==> config.mk <==
export PLATFORM = sky130hd
export DESIGN_NAME = otg_negotiation_regs
export DESIGN_NICKNAME = d
export VERILOG_FILES = /design/src/rtl/otg_neg_pkg.sv /design/src/rtl/otg_req_cell.sv /design/src/rtl/otg_irq_flags.sv /design/src/rtl/otg_negotiation_regs.sv
export SDC_FILE = /design/constraint.sdc
export NUM_CORES = 1
export LEC_CHECK = 0
export ABC_AREA = 1
export BUFFER_PORTS_ARGS = -buffer_cell sky130_fd_sc_hd__buf_2
export CAP_MARGIN = 20
export CORE_MARGIN = 2
export CORE_UTILIZATION = 35
export CTS_BUF_LIST = sky130_fd_sc_hd__clkbuf_4
export DETAILED_ROUTE_END_ITERATION = 10
export GPL_TIMING_DRIVEN = 0
export PLACE_DENSITY = 0.81
export SLEW_MARGIN = 5
export SYNTH_ARGS = -nofsm -noshare
export SYNTH_HDL_FRONTEND = slang
export SYNTH_SLANG_ARGS = --single-unit
==> constraint.sdc <==
create_clock -name clk -period 1.44 [get_ports clk]
set_input_delay 0.288 -clock clk [delete_from_list [all_inputs] [get_ports clk]]
set_output_delay 0.288 -clock clk [all_outputs]
set_load 0.05 [all_outputs]
==> src/rtl/otg_neg_pkg.sv <==
package otg_neg_pkg;

    localparam int REG_W     = 32;
    localparam int NUM_FLAGS = 6;

    localparam int OFS_CTL = 'h00;
    localparam int OFS_IRQ = 'h04;

    // control register bit positions
    localparam int CTL_HNP_REQ = 9;
    localparam int CTL_HNG_OK  = 8;
    localparam int CTL_SRQ     = 1;
    localparam int CTL_SRQ_OK  = 0;

    // flag slots (index into the internal flag vector)
    localparam int FL_SESS_END = 0;
    localparam int FL_SRQ_CHG  = 1;
    localparam int FL_HNG_CHG  = 2;
    localparam int FL_HNG_DET  = 3;
    localparam int FL_ADEV_TMO = 4;
    localparam int FL_DBNC     = 5;

    typedef enum logic [1:0] {
        SEL_CTL,
        SEL_IRQ,
        SEL_NONE
    } reg_sel_e;

    typedef struct packed {
        logic hnp_req;
        logic hng_ok;
        logic srq;
        logic srq_ok;
    } ctl_t;

    // register bit position of each flag slot
    function automatic int flag_pos(input int idx);
        case (idx)
            FL_SESS_END: return 2;
            FL_SRQ_CHG:  return 8;
            FL_HNG_CHG:  return 9;
            FL_HNG_DET:  return 17;
            FL_ADEV_TMO: return 18;
            default:     return 19;
        endcase
    endfunction

    // read image of the control register, success fields masked in host role
    function automatic logic [REG_W-1:0] ctl_image(input ctl_t c, input logic host);
        logic [REG_W-1:0] img;
        img              = '0;
        img[CTL_HNP_REQ] = c.hnp_req;
        img[CTL_HNG_OK]  = c.hng_ok & ~host;
        img[CTL_SRQ]     = c.srq;
        img[CTL_SRQ_OK]  = c.srq_ok & ~host;
        return img;
    endfunction

endpackage

==> src/rtl/otg_req_cell.sv <==
module otg_req_cell (
    input  logic clk,
    input  logic rst,
    input  logic wr_en,
    input  logic wr_bit,
    input  logic chg_pending,
    input  logic hw_clr,
    output logic req_q,
    output logic req_rise
);

    assign req_rise = wr_en & wr_bit & ~req_q;

    always_ff @(posedge clk) begin
        if (rst) begin
            req_q <= 1'b0;
        end else if (wr_en) begin
            if (wr_bit)
                req_q <= 1'b1;
            else if (chg_pending)
                req_q <= 1'b0;
        end else if (hw_clr) begin
            req_q <= 1'b0;
        end
    end

endmodule

==> src/rtl/otg_irq_flags.sv <==
module otg_irq_flags #(
    parameter int N = 6
) (
    input  logic         clk,
    input  logic         rst,
    input  logic [N-1:0] set_vec,
    input  logic [N-1:0] w1c_vec,
    output logic [N-1:0] flags_q,
    output logic [N-1:0] cleared_vec
);

    for (genvar i = 0; i < N; i++) begin : g_flag
        assign cleared_vec[i] = flags_q[i] & w1c_vec[i] & ~set_vec[i];

        always_ff @(posedge clk) begin
            if (rst)
                flags_q[i] <= 1'b0;
            else if (set_vec[i])
                flags_q[i] <= 1'b1;
            else if (w1c_vec[i])
                flags_q[i] <= 1'b0;
        end
    end

endmodule

==> src/rtl/otg_negotiation_regs.sv <==
module otg_negotiation_regs
    import otg_neg_pkg::*;
#(
    parameter int ADDR_W = 8
) (
    input  logic              clk,
    input  logic              rst,
    input  logic              host_mode,
    input  logic              bus_wr,
    input  logic [ADDR_W-1:0] bus_addr,
    input  logic [REG_W-1:0]  bus_wdata,
    output logic [REG_W-1:0]  bus_rdata,
    input  logic              ev_srq_ok,
    input  logic              ev_srq_fail,
    input  logic              ev_hng_ok,
    input  logic              ev_hng_fail,
    input  logic              ev_hng_det,
    input  logic              ev_adev_tmo,
    input  logic              ev_dbnc_done,
    input  logic              ev_sess_end,
    output logic              irq
);

    localparam logic [ADDR_W-1:0] A_CTL = ADDR_W'(OFS_CTL);
    localparam logic [ADDR_W-1:0] A_IRQ = ADDR_W'(OFS_IRQ);

    reg_sel_e             sel;
    logic                 wr_ctl, wr_irq, periph_wr;
    logic [NUM_FLAGS-1:0] flag_set, w1c_vec, flags_q, flag_cleared;
    logic                 hw_ack;
    logic                 hnp_req_q, srq_q, hng_ok_q, srq_ok_q;
    logic                 hnp_rise, srq_rise;
    ctl_t                 ctl_view;
    logic [REG_W-1:0]     irq_img;
    logic                 unused_bits;

    // ---------------- decode ----------------
    always_comb begin
        if (bus_addr == A_CTL)
            sel = SEL_CTL;
        else if (bus_addr == A_IRQ)
            sel = SEL_IRQ;
        else
            sel = SEL_NONE;
    end

    assign wr_ctl    = bus_wr & (sel == SEL_CTL);
    assign wr_irq    = bus_wr & (sel == SEL_IRQ);
    assign periph_wr = wr_ctl & ~host_mode;

    // ---------------- interrupt flags ----------------
    always_comb begin
        flag_set              = '0;
        flag_set[FL_SESS_END] = ev_sess_end;
        flag_set[FL_SRQ_CHG]  = ev_srq_ok | ev_srq_fail;
        flag_set[FL_HNG_CHG]  = ev_hng_ok | ev_hng_fail;
        flag_set[FL_HNG_DET]  = ev_hng_det;
        flag_set[FL_ADEV_TMO] = ev_adev_tmo;
        flag_set[FL_DBNC]     = ev_dbnc_done;
    end

    for (genvar i = 0; i < NUM_FLAGS; i++) begin : g_w1c
        assign w1c_vec[i] = wr_irq & bus_wdata[flag_pos(i)];
    end

    otg_irq_flags #(.N(NUM_FLAGS)) u_flags (
        .clk        (clk),
        .rst        (rst),
        .set_vec    (flag_set),
        .w1c_vec    (w1c_vec),
        .flags_q    (flags_q),
        .cleared_vec(flag_cleared)
    );

    // acknowledging the negotiation outcome retires both requests
    assign hw_ack = flag_cleared[FL_HNG_CHG];

    // ---------------- request bits ----------------
    otg_req_cell u_hnp (
        .clk        (clk),
        .rst        (rst),
        .wr_en      (periph_wr),
        .wr_bit     (bus_wdata[CTL_HNP_REQ]),
        .chg_pending(flags_q[FL_HNG_CHG]),
        .hw_clr     (hw_ack),
        .req_q      (hnp_req_q),
        .req_rise   (hnp_rise)
    );

    otg_req_cell u_srq (
        .clk        (clk),
        .rst        (rst),
        .wr_en      (periph_wr),
        .wr_bit     (bus_wdata[CTL_SRQ]),
        .chg_pending(flags_q[FL_HNG_CHG]),
        .hw_clr     (hw_ack),
        .req_q      (srq_q),
        .req_rise   (srq_rise)
    );

    // ---------------- outcome status ----------------
    always_ff @(posedge clk) begin
        if (rst) begin
            hng_ok_q <= 1'b0;
            srq_ok_q <= 1'b0;
        end else begin
            if (ev_hng_ok)
                hng_ok_q <= 1'b1;
            else if (ev_hng_fail || hnp_rise)
                hng_ok_q <= 1'b0;

            if (ev_srq_ok)
                srq_ok_q <= 1'b1;
            else if (ev_srq_fail)
                srq_ok_q <= 1'b0;
        end
    end

    // ---------------- read path ----------------
    assign ctl_view = '{hnp_req: hnp_req_q, hng_ok: hng_ok_q, srq: srq_q, srq_ok: srq_ok_q};

    always_comb begin
        irq_img = '0;
        for (int i = 0; i < NUM_FLAGS; i++)
            irq_img[flag_pos(i)] = flags_q[i];
    end

    always_comb begin
        case (sel)
            SEL_CTL: bus_rdata = ctl_image(ctl_view, host_mode);
            SEL_IRQ: bus_rdata = irq_img;
            default: bus_rdata = '0;
        endcase
    end

    assign irq = |flags_q;

    assign unused_bits = ^{bus_wdata, srq_rise};

endmodule

* Word-level counts from Yosys, hierarchy flattened *
Index checks and enable logic that the tools add are counted.

storage, ports and cells
  bits in read-only memories = 0
  input bits = 52
  latch bits = 0
  bits in writable memories = 0
  memories kept = 0
  flip-flop bits (word level) = 10
  output and inout port bits = 33
  word-level logic and storage cells = 74

cells by class
  divide/modulo/power cells = 0
  bitwise gates (word level) = 20
  multipliers = 0
  multiplexer cells = 25
  add/sub/neg operators = 0
  shifts and indexed selects = 0
  $lt $le $gt $ge = 0
  eq/ne operators = 4
  reductions and logical operators = 15

operators by type and width
  cell                  count
  $pmux W20 S2          1
  $mux W1               22
  $reduce_bool A2 Y1    9
  $and A1 B1 Y1         15
  $eq A8 B3 Y1 const B  1
  $logic_not A8 Y1      1
  $ne A3 B3 Y1 const B  2
  $reduce_or A6 Y1      1
  $mux W2               2
  $reduce_and A2 Y1     2
  $not A1 Y1            3
  $eq A2 B1 Y1 const B  1
  $logic_not A2 Y1      1
  $or A1 B1 Y1          2
  $logic_or A1 B1 Y1    1

* Longest topological paths before layout *
Gate-level depths: netlist of run 1.

  word-level depth = 11
  mapped depth = 9
  gate-level depth less buffers = 9

* Modules after synthesis *
A second synthesis of run 1 with hierarchy kept.

second synthesis, totals
  cell total of the unflattened synthesis = 150
  area total of the unflattened synthesis = 878.3 sq um

by module, submodules not included
  module                sequential area each (sq um)  times used  cells each  area each (sq um)
  otg_negotiation_regs  40.0                          1           92          495.5
  otg_irq_flags         120.1                         1           42          262.8
  otg_req_cell          20.0                          2           8           60.1

* Worst setup path before layout of run 1 *
OpenSTA, ideal clock, no wires.

  kind = input -> output
  start point = input port bus_addr[7]
  end point = output port bus_rdata[9]
  path buffers = 0
  path slack = -0.364 ns
  required time = 1.152 ns
  stages on the path = 5
  arrival = 1.516 ns
  cells stage by stage = nor2_2 nand2_4 nor2_4 inv_1 o22ai_1

between the ends
  word-level cells in the longest chain between the ends = 5
  elaborated cells between the ends (all ways) = 7
  those cells by class = eq/ne: 2; mux: 3; reduce/logical: 2

ends and longest elaborated chain
  what                                                     line                         RTL
  start, declared                                          otg_negotiation_regs.sv:10   input logic [ADDR_W-1:0] bus_addr,
  $eq A8 B3 Y1                                             otg_negotiation_regs.sv:41   else if (bus_addr == A_IRQ)
  $mux W2                                                  otg_negotiation_regs.sv:41
  $mux W2 (*)                                              otg_negotiation_regs.sv:39   if (bus_addr == A_CTL)
  $eq A2 B1 Y1 / $logic_not A2 Y1 (equally long branches)  otg_negotiation_regs.sv:129  case (sel)
  $pmux W20 S2 (*)                                         otg_negotiation_regs.sv:129
  end, declared                                            otg_negotiation_regs.sv:12   output logic [REG_W-1:0] bus_rdata,

Mark *: on every way between the ends. The rest lies on a longest branch, timed or not.

* Final worst setup path of run 1 *
  start point = input port bus_addr[4]
  end point = output port bus_rdata[9]

The elaborated chain is that of the path after synthesis.

==> results_dict.tcl, run 1 <==
set metrics [dict create \
    coreArea_um2 2170 \
    layout-drive-gt1-share_pct 53.30 \
    drt_pass1_iterations 4 \
    min-delay-path-class "input port to flop" \
    status "finished with violations" \
    grt_max_degree 11 \
    post_synth_most_frequent_cells "sky130_fd_sc_hd__buf_4, sky130_fd_sc_hd__inv_1, sky130_fd_sc_hd__nor2_1, sky130_fd_sc_hd__nand2_1, sky130_fd_sc_hd__dfxtp_1" \
    final-seq-area_um2 202.7 \
    htree_num_levels 1 \
    drcViolationCount 0 \
    hold_start "rst" \
    netlist.top_cell.by_area "sky130_fd_sc_hd__dfxtp_1" \
    vdd_ir_drop_max_uv 417.3 \
    power.sequential.fraction_pct 37.0 \
    post-place-cells 199 \
    first_global_vias 692 \
    grt_antenna_before_repair 0 \
    final_cell_count_no_fill 210 \
    yosys_most_used_dff "sky130_fd_sc_hd__dfxtp_1" \
    critPathRequiredTime_ns 1.15 \
    min_delay_worst_endpoint "u_flags.flags_q[1]$_SDFFE_PP0P_" \
    failing_checks "negative setup slack" \
    grtUsageMet2_pct 24.57 \
    dieWidth_um 51.46 \
    cts_max_path_buffers 2 \
    grt_overflow_total 0 \
    power.density_cell_area_nw_per_um2 622.9 \
    netSwitchingFraction_pct 39.14 \
    busiest_layer_in_global_routing "met2" \
    first_iter_violations 7 \
    rsz0062_at_grt "yes" \
    timing.fmax_ghz 0.6890 \
    synth_enable_flop_cells 0 \
    grtUsageTotal_pct 14.22 \
    drt.antenna.violating_nets 0 \
    yosys.cell_types.count 22 \
    synth_area_um2 788.3 \
    area_of_combinational_cells_with_multiple_inputs_um2 490.5 \
    power_frac_clock_pct 24.0 \
    vias 832 \
    finalPower_uw 821.5 \
    cell_with_the_most_instances_after_synthesis "sky130_fd_sc_hd__buf_4" \
    final_area_um2 1319 \
    dp.final_hpwl_um 1391 \
    ff2ff_path_depth 7 \
    skew_ns 0.0001812 \
    hold_path_depth 2 \
    postLayoutCoreUtil_pct 60.78 \
    cpMaxStageDelayCell "sky130_fd_sc_hd__buf_6" \
    p_switching_uw 321.6 \
    timing_hold_violations_final 0 \
    cts_hold_buffers 0 \
    power.combinational.fraction_pct 39.0 \
    cp_max_fo 3 \
    cellLeakagePower_uw 0.0007077 \
    cap_viol_max_count 0 \
    fp.dieArea_um2 2648 \
    synth_seq_cells 10 \
    synth_largest_type_area_fraction_pct 25.40 \
    gr-usage-met1_pct 14.85 \
    nFillCells 206 \
    internal_power_summed_over_all_cells_uw 499.9 \
    crit_type "input port to output pin" \
    cts_tree "yes" \
    start_util_pct 36.33 \
    boundaryPins 85 \
    port_buffers 34 \
    n_antenna_cell 0 \
    endpoint_kind "output pin" \
    timing.critical_path.from_type "input port" \
    setup-violations-final 1 \
    avg_cell_area_syn_um2 6.915 \
    crit_arrival_ns 1.16 \
    ctsRootBufferMaster "sky130_fd_sc_hd__clkbuf_4" \
    route.detailed.vias_per_inst 3.962 \
    rr_startpoint "u_flags.flags_q[2]$_SDFFE_PP0P_" \
    postPlaceCellArea_um2 1130 \
    finalWorstSetupSlack_ns -0.01148 \
    cts-buffers-inserted 3 \
    post-route-period-util_pct 100.8 \
    fin_nets 235 \
    synth_async_sr_flop_share_pct 0 \
    area_growth_pct 67.30 \
    timing.critical_path.cells "buf_6, nor2_4, nand2_4, nor2_4, inv_4, o22ai_4, buf_6" \
    die_h_um 51.46 \
    clkLatencyLatePin_ns 0.26 \
    worstReg2RegEnd "u_hnp.req_q$_SDFFE_PP0P_" \
    r2r_setup_slack_ns 0.35 \
    grtUsageMet3_pct 2.339 \
    category_of_cells_accounting_for_the_largest_share_of_critical_path_delay "simple AND/OR/NAND/NOR gates" \
    gp_congestion 0.8245 \
    clkSinkCount 10 \
    rows 17 \
    period_needed_ns 1.451 \
    buffer_and_inverter_count_on_the_worst_path 3 \
    synth_cells 114 \
    yosysWarningCount 0 \
    worst_setup_hold_path_clk_slew_ns 0.07 \
    yosysSeqAreaShare_pct 25.40 \
    maxSlewViolCount 0 \
    totalWireLength_um 1848 \
    drt-wirelength-per-cell_um 8.800 \
    slowest_delay_ns 0.18 \
    global_route_wire_length_before_repair_um 2732 \
    synthTopCellsByArea "sky130_fd_sc_hd__dfxtp_1, sky130_fd_sc_hd__buf_4, sky130_fd_sc_hd__inv_1" \
]
[timing repair]
| action | CTS | global route |
|---|---|---|
| setup endpoints to repair | 9 | 9 |
| setup buffers | 4 | 3 |
| pin swaps | 4 | 9 |
| gates resized for setup | 21 | 12 |
[registers in the layout (all words and copies together) (netlist names)]
signal,count
hng_ok_q,1
u_srq.req_q,1
srq_ok_q,1
u_flags.flags_q,6
u_hnp.req_q,1
[logic make-up (layout without fill, tap and decap cells)]
group	count (synthesis)	in the layout	synth area share, %
other cells	1	24	0.4757
buf+inv	44	89	33.33
compound gates	13	13	10.64
flops	10	10	25.40
simple gates	46	46	30.16
[metrics by stage]
stage	hold WS (ns)	setup slack, ns	setup TNS [ns]
final	0.2192	-0.01148	-0.01148
after global routing	0.2203	-0.06029	-0.1190
after CTS	0.2127	-0.01298	-0.01578
after detailed placement	0.4515	-0.2375	-1.271
after global placement	0.4520	-0.2169	-1.171
after floorplan	0.4054	-0.05907	-0.1181
[worst max-delay path by stage]
stage,slack (ns),to,cells past startpoint,startpoint
2_1_floorplan,-0.06,bus_rdata[0],5,bus_addr[7]
6_report,-0.01,bus_rdata[9],7,bus_addr[4]
3_5_place_dp,-0.24,bus_rdata[9],7,bus_addr[7]
3_3_place_gp,-0.22,bus_rdata[9],7,bus_addr[7]
5_1_grt,-0.06,irq,3,u_flags.flags_q[5]$_SDFFE_PP0P_
4_1_cts,-0.01,irq,3,u_flags.flags_q[1]$_SDFFE_PP0P_
[power groups by stage]
stage	clock (uW)	sequential (uW)	combinational [uW]
CTS	208	304	308
floorplan	0	306	247
global placement	0	308	294
global route	218	305	341
finish	197	304	320
detailed placement	0	309	294
[placed cells by master (no fill, tap or decap), drive strengths merged]
cell	netlist	final
clkinv	0	1
nand2	14	14
nor4	1	1
o22ai	1	1
a32o	1	1
clkbuf	0	3
nor2	20	20
nand4	2	2
conb	1	24
a21oi	9	9
inv	19	19
a31oi	1	1
nand3	9	9
o31ai	1	1
dfxtp	10	10
buf	25	66
[layout make-up]
class	count	area share, %
Sequential cell	10	15.37
Inverter	19	5.977
Multi-Input combinational cell	83	37.19
Clock inverter	1	0.2846
Tap cell	28	2.657
Timing Repair Buffer	41	22.30
Clock buffer	3	1.708
Buffer	25	14.52
[worst register-to-register path, cell delays in order, from the launching register on]
cell and delay [ns]:
sky130_fd_sc_hd__dfxtp_1 0.35, sky130_fd_sc_hd__inv_1 0.13, sky130_fd_sc_hd__nor2_1 0.14, sky130_fd_sc_hd__nand4_1 0.11
sky130_fd_sc_hd__nand2_1 0.09, sky130_fd_sc_hd__nand2_1 0.05, sky130_fd_sc_hd__nand2_1 0.07, sky130_fd_sc_hd__a21oi_2 0.05
[layer usage]
metal / vias up / share of wire [%]
met5: - / 0
met4: 0 / 3.4
met3: 4 / 8.8
met2: 36 / 52
met1: 347 / 36
li1: 445 / -
No activity file was read; power rests on OpenSTA's default activity.
==> run 2, diff against run 1 <==
- PLACE_DENSITY: 0.81 -> 0.82
==> run 2 against run 1 <==
Net effect:
- the flow still finishes with violations (negative setup slack)
- worst hold slack better by 0.0049 ns
- via count is 3.2% higher
- core utilization is 0.12 points higher
- clock power hardly changed
- non-clock buffer count is 2 lower
- register-to-register slack hardly changed
- sequential power hardly changed
- cell count is 0.95% lower
- critical path type is now flop to output pin
- largest power group unchanged
==> results_dict.tcl, run 2 (synthesis gave the netlist of run 1 again) <==
set metrics [dict create \
    status "finished with violations" \
    failing_checks "negative setup slack" \
    preCtsSetupSlack_ns -0.2406 \
    dieWidth_um 51.46 \
    top_register "u_flags.flags_q" \
    clkLatencyLatePin_ns 0.27 \
    grt_overflow_total 0 \
    most_frequent_cells_in_the_layout "sky130_fd_sc_hd__buf_4, sky130_fd_sc_hd__conb_1, sky130_fd_sc_hd__buf_2" \
    crit_path_start "u_flags.flags_q[0]$_SDFFE_PP0P_" \
    clkSinkCount 10 \
    critical_path_sink "irq" \
    rows 17 \
    layout-drive-gt1-share_pct 53.33 \
    rr_startpoint "u_flags.flags_q[2]$_SDFFE_PP0P_" \
    drt-wirelength-per-cell_um 9.466 \
    setup-violations-final 1 \
    endpoint_kind "output pin" \
    timing_hold_violations_final 0 \
    rsz0062_at_grt "yes" \
    p_switching_uw 328.7 \
    grt_antenna_before_repair 0 \
    power_frac_clock_pct 23.9 \
    gp_congestion 0.8723 \
    area_growth_pct 67.62 \
    htree_num_levels 1 \
    totalWireLength_um 1969 \
    dp.final_hpwl_um 1427 \
    final_area_um2 1321 \
    drt.antenna.violating_nets 0 \
    internal_power_summed_over_all_cells_uw 502.7 \
    fin_nets 233 \
    global_route_wire_length_before_repair_um 2939 \
    cts_max_path_buffers 2 \
    critPathRequiredTime_ns 1.15 \
    maxSlewViolCount 0 \
    mostFrequentLayoutCell "sky130_fd_sc_hd__buf_4" \
    ff2ff_path_depth 7 \
    worstReg2RegEnd "u_hnp.req_q$_SDFFE_PP0P_" \
    power.density_cell_area_nw_per_um2 629.2 \
    cellLeakagePower_uw 0.0007012 \
    crit_arrival_ns 1.18 \
    cts_tree "yes" \
    coreArea_um2 2170 \
    post-route-period-util_pct 102.1 \
    cts-buffers-inserted 3 \
    postPlaceCellArea_um2 1130 \
    crit_type "flop to output pin" \
    drcViolationCount 0 \
    largest_register_ff_count 6 \
    worst_setup_hold_path_clk_slew_ns 0.07 \
    first_iter_violations 6 \
    ctsRootBufferMaster "sky130_fd_sc_hd__clkbuf_4" \
    cap_viol_max_count 0 \
    timing.fmax_ghz 0.6803 \
    min-delay-path-class "input port to flop" \
    period_needed_ns 1.470 \
    vdd_ir_drop_max_uv 307.0 \
    start_util_pct 36.33 \
    power.combinational.fraction_pct 39.1 \
    finalWorstSetupSlack_ns -0.02993 \
    power.sequential.fraction_pct 37.0 \
    boundaryPins 85 \
    timing.critical_path.from_type "flop" \
    first_global_vias 766 \
    port_buffers 34 \
    route.detailed.vias_per_inst 4.130 \
    skew_ns 0.008326 \
    die_h_um 51.46 \
    drt_pass1_iterations 2 \
    grtUsageTotal_pct 15.23 \
    cts_hold_buffers 0 \
    n_antenna_cell 0 \
    cp_max_fo 2 \
    vias 859 \
    r2r_setup_slack_ns 0.36 \
    netSwitchingFraction_pct 39.54 \
    fp.dieArea_um2 2648 \
    grt_max_degree 11 \
]
[run 2: worst min-delay path by stage]
stage | start | to | cells past startpoint
floorplan | ev_sess_end | u_flags.flags_q[0]$_SDFFE_PP0P_ | 2
global placement | u_srq.req_q$_SDFFE_PP0P_ | u_srq.req_q$_SDFFE_PP0P_ | 2
detailed placement | u_srq.req_q$_SDFFE_PP0P_ | u_srq.req_q$_SDFFE_PP0P_ | 2
CTS | rst | u_flags.flags_q[0]$_SDFFE_PP0P_ | 2
global route | rst | u_flags.flags_q[5]$_SDFFE_PP0P_ | 2
finish | ev_sess_end | u_flags.flags_q[0]$_SDFFE_PP0P_ | 3
[run 2: stage by stage]
stage | setup TNS, ns | hold WS [ns] | power (uW) | util (%) | std cells
4_1_cts | -0.002029 | 0.2233 | 824.3 | 58.42 | 207
5_1_grt | -0.2254 | 0.2179 | 872.5 | 60.90 | 208
6_report | -0.02993 | 0.2241 | 831.4 | 60.90 | 208
3_5_place_dp | -1.337 | 0.4580 | 604.2 | 52.08 | 199
2_1_floorplan | -0.1181 | 0.4054 | 553.2 | - | 137
3_3_place_gp | -1.171 | 0.4502 | 601.9 | 52.08 | 199
[run 2: critical path, cell delays in order, from the launching register on]
cell and delay (ns):
sky130_fd_sc_hd__dfxtp_2 0.34, sky130_fd_sc_hd__nor4_4 0.28, sky130_fd_sc_hd__nand3_1 0.12, sky130_fd_sc_hd__buf_6 0.17
[run 2: final cells by class]
class / count / area, um^2
fillers: 207 / 848.3
inverters: 19 / 76.32
plain buffers: 25 / 191.4
flip-flops and latches: 10 / 202.7
clock buffers: 3 / 22.52
multi-input cells: 83 / 501.7
clock inverters: 1 / 3.754
well taps: 28 / 35.03
repair buffers: 39 / 287.8
[run 2: what timing repair did]
item,CTS,global route
setup buffers,4,1
resized for setup,24,12
pin swaps,6,3
endpoints found under the setup margin,9,9
endpoints found under the hold margin,0,0
[run 2: metal layers]
metal	vias up	GRT usage [%]	wire length (um)
met2	37	28.85	1096
met4	0	10.53	36
met3	4	3.216	165
li1	440	-	-
met1	378	14.23	671
met5	-	0	0
[run 2: power groups by stage]
stage / Clock, uW / Sequential [uW] / Combinational [uW]
2_1_floorplan: 0 / 306 / 247
3_3_place_gp: 0 / 308 / 293
3_5_place_dp: 0 / 308 / 296
4_1_cts: 206 / 303 / 315
5_1_grt: 219 / 309 / 345
6_report: 199 / 307 / 325
==> run 3, diff against run 2 <==
- CORE_UTILIZATION: 35 -> 38
- PLACE_DENSITY: 0.82 -> 0.88
- clock period: 1.44 -> 1.8 ns (I/O delays scaled with it)
==> run 3 against run 2 <==
Net effect:
- total power down 23%
- combinational power down 28%
- sequential power down 21%
- setup slack better by 0.12 ns
- core utilization down 2.9 points
- worst hold slack better by 0.065 ns
- largest cell class unchanged
- the flow now finishes without violations
- clock skew down 0.0082 ns
- largest power group is now registers
==> results_dict.tcl, run 3 (synthesis gave the netlist of run 1 again) <==
set metrics [dict create \
    status "finished clean" \
    gp_congestion 0.8594 \
    htree_num_levels 1 \
    skew_ns 0.0001471 \
    worst_setup_hold_path_clk_slew_ns 0.07 \
    period_needed_ns 1.709 \
    boundaryPins 85 \
    fp.dieArea_um2 2455 \
    grt_overflow_total 0 \
    grt_max_degree 11 \
    critPathRequiredTime_ns 1.44 \
    fin_nets 228 \
    cts-buffers-inserted 3 \
    start_util_pct 40.18 \
    buffer_and_inverter_count_on_the_worst_path 3 \
    cts_max_path_buffers 2 \
    post_cts.repair.setup_buffers 0 \
    global_route_wire_length_before_repair_um 2642 \
    category_of_cells_accounting_for_the_largest_share_of_critical_path_delay "simple AND/OR/NAND/NOR gates" \
    first_global_vias 662 \
    port_buffers 34 \
    cts.repair.resized 0 \
    drt.antenna.violating_nets 0 \
    setup-tns-final_ns 0 \
    timing.fmax_ghz 0.5852 \
    n_antenna_cell 0 \
    largest_register_ff_count 6 \
    timing.critical_path.cells "buf_2, nor2_1, nand2_2, nor2_8, inv_2, nor2_2, buf_2" \
    endpoint_kind "output pin" \
    slowest_delay_ns 0.26 \
    rr_startpoint "u_flags.flags_q[2]$_SDFFE_PP0P_" \
    first_iter_violations 6 \
    mostFrequentLayoutCell "sky130_fd_sc_hd__buf_2" \
    cap_viol_max_count 0 \
    cts_hold_buffers 0 \
    power.density_cell_area_nw_per_um2 562.6 \
    crit_arrival_ns 1.35 \
    clkLatencyLatePin_ns 0.27 \
    hold_start "rst" \
    timing.hold.ws_ns 0.2890 \
    finalPower_uw 639.9 \
    drt_pass1_iterations 3 \
    postLayoutCoreUtil_pct 57.97 \
    vias 810 \
    area_growth_pct 44.29 \
    route.detailed.vias_per_inst 4.010 \
    layout-drive-gt1-share_pct 45.71 \
    cpMaxStageDelayCell "sky130_fd_sc_hd__buf_2" \
    drt-wirelength-per-cell_um 8.272 \
    coreArea_um2 1962 \
    crit_path_start "bus_addr[1]" \
    totalWireLength_um 1671 \
    rows 16 \
    cp_max_fo 8 \
    post-route-period-util_pct 94.94 \
    dieWidth_um 49.55 \
    maxSlewViolCount 0 \
    rsz0062_at_grt "yes" \
    cell_occurring_most_often_along_the_worst_timing_path "sky130_fd_sc_hd__buf_2" \
    clkSinkCount 10 \
    timing_hold_violations_final 0 \
    ctsRootBufferMaster "sky130_fd_sc_hd__clkbuf_4" \
    final_area_um2 1137 \
    crit_type "input port to output pin" \
    most_frequent_cells_in_the_layout "sky130_fd_sc_hd__buf_2, sky130_fd_sc_hd__buf_4, sky130_fd_sc_hd__conb_1" \
    cts_tree "yes" \
    vdd_ir_drop_max_uv 418.6 \
    postPlaceCellArea_um2 1095 \
    die_h_um 49.55 \
    top_register "u_flags.flags_q" \
    dp.final_hpwl_um 1386 \
    setup-violations-final 0 \
    timing.critical_path.from_type "input port" \
    grtUsageTotal_pct 13.58 \
    min-delay-path-class "input port to flop" \
    drcViolationCount 0 \
    grt_antenna_before_repair 0 \
    cellLeakagePower_uw 0.0006408 \
]
==> run 3: layer usage <==
metal  vias up  GRT usage [%]  part of all wire, %
met5         -              0                    0
met4         0          7.870                  1.9
met3         5          2.424                   11
met2        47          23.33                   45
met1       329          15.61                   42
li1        429              -                    -
==> run 3: area by class of cell <==
type | instances | area [um^2]
repair buffers | 34 | 186.4
multi-input cells | 83 | 427.9
fillers | 201 | 824.5
flip-flops and latches | 10 | 200.2
inverters | 19 | 71.32
clock buffers | 3 | 22.52
well taps | 27 | 33.78
clock inverters | 1 | 3.754
plain buffers | 25 | 191.4
==> run 3: path summary, 6_finish.rpt <==
kind / to / slack (ns) / cells after the start
setup / recovery: bus_rdata[17] / 0.09 / 7
hold / removal: u_hnp.req_q$_SDFFE_PP0P_ / 0.29 / 2
setup reg to reg: u_hnp.req_q$_SDFFE_PP0P_ / 0.76 / 7
hold reg to reg: u_srq.req_q$_SDFFE_PP0P_ / 0.47 / 2
==> run 3: where the power goes <==
part,switching (uW),total [uW],internal (uW)
sequential,8.02,242,234
combinational,161,234,72.7
clock,83.8,164,80.4
total,253,640,387
==> run 3: metrics by stage <==
stage	std cells	setup WS, ns
after floorplan	137	-0.03753
after global placement	198	0.01921
after detailed placement	198	0.004950
after CTS	202	0.004459
after global routing	202	-0.01012
final	202	0.09114
